`config.mk`:
```
export PLATFORM = sky130hd
export DESIGN_NAME = i2s_tx_master
export DESIGN_NICKNAME = d
export VERILOG_FILES = /design/src/rtl/i2s_tx_master.sv
export SDC_FILE = /design/constraint.sdc
export NUM_CORES = 1
export LEC_CHECK = 0
export ABC_AREA = 1
export ABC_CLOCK_PERIOD_IN_PS = 5650
export BUFFER_PORTS_ARGS = -buffer_cell sky130_fd_sc_hd__buf_2
export CAP_MARGIN = 0
export CORE_MARGIN = 2
export CORE_UTILIZATION = 40
export CTS_CLUSTER_DIAMETER = 50
export DETAILED_ROUTE_END_ITERATION = 7
export GPL_ROUTABILITY_DRIVEN = 0
export RECOVER_POWER = 50
export SLEW_MARGIN = 20
export SYNTH_ARGS = -nofsm -noshare
export SYNTH_HDL_FRONTEND = slang
export SYNTH_SLANG_ARGS = --single-unit
```
`constraint.sdc`:
```
create_clock -name clk -period 5.65 [get_ports clk]
set_input_delay 1.4125 -clock clk [delete_from_list [all_inputs] [get_ports clk]]
set_output_delay 1.4125 -clock clk [all_outputs]
set_load 0.01 [all_outputs]
```
`src/rtl/i2s_tx_master.sv`:
```
module i2s_tx_master #(
  parameter int DW       = 16,
  parameter int PW       = 8,
  parameter int MCK_HALF = 8
) (
  input  logic          clk,
  input  logic          rst_n,
  input  logic          en,
  input  logic [PW-1:0] cfg_div,
  input  logic          cfg_odd,
  input  logic          cfg_cpol,
  input  logic          cfg_mck_en,
  input  logic          cfg_irq_en,
  input  logic          wr_valid,
  input  logic [DW-1:0] wr_data,
  output logic          ck,
  output logic          ws,
  output logic          sd,
  output logic          mck,
  output logic          buf_empty,
  output logic          chan_right,
  output logic          busy,
  output logic          underrun,
  output logic          irq
);
  localparam int HW   = PW + 1;
  localparam int BCW  = $clog2(2 * DW);
  localparam int SUBW = $clog2(MCK_HALF);

  logic            running, ck_ph, buf_full, chan_q, ws_q, mck_q, urun_q;
  logic [HW-1:0]   pcnt;
  logic [SUBW-1:0] sub;
  logic [BCW-1:0]  bitc;
  logic [DW-1:0]   shreg, buf_q;

  wire [HW-1:0]  half    = {(cfg_div == '0) ? PW'(1) : cfg_div, cfg_odd};
  wire           pre_on  = en | running;
  wire           tick    = pre_on && (pcnt == half - HW'(1));
  wire           ck_evt  = running && tick && (!cfg_mck_en || sub == SUBW'(MCK_HALF - 1));
  wire           drive   = ck_evt && ck_ph;
  wire           start   = en && buf_full && !running;
  wire [BCW-1:0] nxt     = (bitc == BCW'(2 * DW - 1)) ? '0 : bitc + BCW'(1);
  wire           bound   = (nxt == BCW'(1));
  wire           slot    = drive && (bound || nxt == BCW'(DW + 1));
  wire           stop    = drive && bound && !en && !buf_full;
  wire           load    = slot && !stop;
  wire           wr_ok   = wr_valid && !buf_full;

  always_ff @(posedge clk or negedge rst_n) begin
    if (!rst_n) begin
      pcnt <= '0; sub <= '0; mck_q <= 1'b0; running <= 1'b0; ck_ph <= 1'b0;
      bitc <= '0; ws_q <= 1'b0; shreg <= '0; buf_q <= '0; buf_full <= 1'b0;
      chan_q <= 1'b0; urun_q <= 1'b0;
    end else begin
      if (start || !pre_on || tick) pcnt <= '0;
      else                          pcnt <= pcnt + HW'(1);

      if (start || !running || !cfg_mck_en) sub <= '0;
      else if (tick)
        sub <= (sub == SUBW'(MCK_HALF - 1)) ? '0 : sub + SUBW'(1);

      if (!pre_on || !cfg_mck_en || start) mck_q <= 1'b0;
      else if (tick)                       mck_q <= ~mck_q;

      if (start)     running <= 1'b1;
      else if (stop) running <= 1'b0;

      if (start || stop) ck_ph <= 1'b0;
      else if (ck_evt)   ck_ph <= ~ck_ph;

      if (start || stop) begin
        bitc  <= '0;
        ws_q  <= 1'b0;
        shreg <= '0;
      end else if (drive) begin
        bitc  <= nxt;
        ws_q  <= (nxt >= BCW'(DW));
        shreg <= load ? (buf_full ? buf_q : '0) : (shreg << 1);
      end

      if (wr_ok) begin
        buf_q    <= wr_data;
        buf_full <= 1'b1;
      end else if (load) begin
        buf_full <= 1'b0;
      end

      if (load) chan_q <= bound;
      urun_q <= load && !buf_full;
    end
  end

  assign ck         = ck_ph ^ cfg_cpol;
  assign ws         = ws_q;
  assign sd         = shreg[DW-1];
  assign mck        = mck_q;
  assign buf_empty  = !buf_full;
  assign chan_right = chan_q;
  assign busy       = running;
  assign underrun   = urun_q;
  assign irq        = cfg_irq_en & !buf_full;

  assert_ws_edge_R4: assert property (@(posedge clk) disable iff (!rst_n)
    !$stable(ws) |-> (ck == cfg_cpol && $past(ck) != cfg_cpol));
  assert_sd_edge_R4: assert property (@(posedge clk) disable iff (!rst_n)
    !$stable(sd) |-> (ck == cfg_cpol && $past(ck) != cfg_cpol));
  assert_empty_rise_R7: assert property (@(posedge clk) disable iff (!rst_n)
    $rose(buf_empty) |-> ($past(busy) && ck == cfg_cpol));
  assert_chan_update_R8: assert property (@(posedge clk) disable iff (!rst_n)
    !$stable(chan_right) |-> ($rose(buf_empty) || underrun));
  assert_underrun_zero_R10: assert property (@(posedge clk) disable iff (!rst_n)
    underrun |-> (buf_empty && !sd && busy));
  assert_idle_park_R11: assert property (@(posedge clk) disable iff (!rst_n)
    !busy |-> (ck == cfg_cpol && !ws && !sd));
  assert_stop_bound_R11: assert property (@(posedge clk) disable iff (!rst_n)
    $fell(busy) |-> ($past(buf_empty) && !$past(en) && !$past(ws)));
endmodule

```
==> impl_metrics.tcl <==
set metrics [dict create \
    fillers 764 \
    cts_resized 0 \
    cp_cell_sequence "buf_2 -> clkbuf_1" \
    remaining_drc_errors 0 \
    htreeDepth 2 \
    grt_pass1_vias 2394 \
    layout_commonest_cell "nand2_1" \
    critPathCaptureType "async pin" \
    clk_latency_ns 0.30 \
    required_ns 5.43 \
    hold_buffers 0 \
    overflow 0 \
    run_status "finished with violations" \
    synth.largest_area_cell "dfrtp_1" \
    vias 2423 \
    r2r-start "bitc[0]$_DFFE_PN0P_" \
    powerDensity_mw_per_mm2 254 \
    final_cell_mix "nand2_1 (128), dfrtp_1 (56), buf_2 (40)" \
    ir_worst_vdd_uv 121 \
    avgViaCountPerCell 4.79 \
    critical_path_depth 2 \
    leakage_nw 1.84 \
    io-pin-count 41 \
    tightest_slew_ns 2.95 \
    ys_warn_count 0 \
    synthCells 366 \
    period_share_pct 67.5 \
    dr.pass1.iters 4 \
    drtIter0Drc 113 \
    grtUsageTotal_pct 15.2 \
    initial_core_util_pct 41.5 \
    synth_nets 405 \
    cpPeakStageDelay_ns 2.07 \
    finalClockSkew_ns 0.00434 \
    grt_max_degree 57 \
    power_uw 865 \
    rsz0062_at_grt "false" \
    cts_setup_buffers 0 \
    finish.net_count 445 \
    setup_viol 0 \
    ys_seq_area_share_pct 46.6 \
    cts_buffer_depth 2 \
    portBuffers 40 \
    die_w_um 90.7 \
    wl_per_cell_um 11.5 \
    critPathMaxFanout 56 \
    synth_area_leaders "dfrtp_1 (47%), nand2_1 (16%), mux2_2 (6.0%), nand3_1 (4.5%), nor2_1 (3.7%)" \
    antenna_cells 0 \
    hold_class "reg2reg" \
    cp-endpoint "pcnt[0]$_DFF_PN0_" \
    drtAntennaViolNets 0 \
    synth.distinct_cells 31 \
    violations "max-capacitance violations, max-slew violations" \
    max_freq_mhz 262 \
    hold_viol 0 \
    routed_wirelength_mm 5.83 \
    r2r_slack_ns 3.11 \
    cts_buffers 5 \
    grt_pass1_wl_mm 10.4 \
    fin_util_pct 47.0 \
    hpwl_mm 4.24 \
    final_max_slew_viol_count 57 \
    arrival_ns 3.59 \
    core_mm2 0.00725 \
    crit_start "rst_n" \
    slowest_stage "clkbuf_1" \
    slew_headroom_pct -96.5 \
    fp-row-count 31 \
    ys_seq_elements 56 \
    cts.clk_slew.worst_paths_ns 0.09 \
    path_buf_inv 2 \
    root_buffer "clkbuf_8" \
    synth_top_cell_area_share_pct 46.6 \
    die-area_mm2 0.00823 \
    critPathKind "in2async" \
    maxCapViolations 1 \
    fp.dieH_um 90.7 \
    r2r-end "bitc[4]$_DFFE_PN0P_" \
    cts_tree "done" \
    syn_area_mm2 0.00301 \
    setup_tns_ns 0 \
    drive_gt1_share_pct 19.9 \
    syn2layout_area_growth_pct 13.3 \
    holdWs_ns 0.488 \
    cp-start-kind "input port" \
    postSynthAreaPerCell_um2 8.22 \
    worst_r2r_path_depth 11 \
    cts.sinks 56 \
    crit_family "buffers and inverters" \
    period_minus_slack_ns 3.81 \
    antenna_found_initial 0 \
]
cells by family (layout without fill, tap and decap cells):
| family | count (synthesis) | after routing | synth area share, % |
|---|---|---|---|
| simple gates | 213 | 213 | 31.9 |
| flops | 56 | 56 | 46.6 |
| buf+inv | 42 | 83 | 6.03 |
| compound gates | 23 | 23 | 4.03 |
| mux | 16 | 16 | 5.99 |
| xor+xnor | 9 | 9 | 2.62 |
| fa+ha+maj | 7 | 7 | 2.91 |
report_power, final:
group / switching, mW / internal (mW)
Sequential: 0.0187 / 0.419
Clock: 0.124 / 0.156
Combinational: 0.0969 / 0.0495
layer usage:
metal  GRT usage, %  vias to the layer above  part of all wire, %
met1           20.0                     1117                   49
met3           3.17                        4                  4.5
met5              0                        -                    0
met4           4.49                        0                 0.72
met2           25.4                       57                   46
li1               -                     1245                    -
registers in the layout (all words and copies together), names as in the netlist:
name        count
busy            1
pcnt            9
shreg          16
bitc            5
underrun        1
buf_full        1
mck             1
ck_ph           1
ws              1
sub             3
chan_right      1
buf_q          16
Yosys cell counts:
| master | number |
|---|---|
| a21oi_1 | 10 |
| a31oi_1 | 1 |
| buf_2 | 1 |
| buf_6 | 3 |
| clkbuf_1 | 4 |
| dfrtp_1 | 56 |
| ha_1 | 7 |
| inv_1 | 29 |
| inv_2 | 5 |
| mux2_2 | 16 |
| nand2_1 | 128 |
| nand2_2 | 2 |
| nand3_1 | 27 |
| nand3_2 | 1 |
| nand3_4 | 1 |
| nand3b_1 | 1 |
| nand4_1 | 3 |
| nand4_4 | 1 |
| nor2_1 | 30 |
| nor2_2 | 2 |
| nor2_4 | 3 |
| nor3_1 | 5 |
| nor3_4 | 1 |
| nor3b_1 | 4 |
| nor4_1 | 3 |
| o211a_1 | 1 |
| o21ai_0 | 5 |
| o21ai_1 | 6 |
| or2_2 | 1 |
| xnor2_1 | 4 |
| xor2_1 | 5 |
layout make-up:
cell class	instances	area (µm²)	area share [%]
multi-input combinational	268	1430	41.8
sequential	56	1400	41.1
timing repair buffer	41	204	5.98
inverter	34	128	3.74
tap	99	124	3.63
clock buffer	7	96.3	2.83
clock inverter	1	30.0	0.881
through the flow:
stage | instance area, µm² | instances | worst slack [ns]
3_5_place_dp | 3290 | 498 | 1.73
3_3_place_gp | 3290 | 498 | 1.85
4_1_cts | 3410 | 506 | 2.06
5_1_grt | 3410 | 506 | 1.17
2_1_floorplan | 3010 | 366 | 2.29
6_report | 3410 | 506 | 1.84
how the worst min path moves through the flow:
stage                                from               endpoint  slack, ns  depth (start not counted)
detailed placement  shreg[14]$_DFFE_PN0P_  shreg[14]$_DFFE_PN0P_       0.46                          2
global placement     shreg[3]$_DFFE_PN0P_   shreg[3]$_DFFE_PN0P_       0.46                          2
CTS                 shreg[14]$_DFFE_PN0P_  shreg[14]$_DFFE_PN0P_       0.49                          2
global route        shreg[14]$_DFFE_PN0P_  shreg[14]$_DFFE_PN0P_       0.52                          2
floorplan           shreg[10]$_DFFE_PN0P_  shreg[10]$_DFFE_PN0P_       0.45                          2
finish              shreg[14]$_DFFE_PN0P_  shreg[14]$_DFFE_PN0P_       0.49                          2
Note: power is estimated with default switching activity, not from simulation.
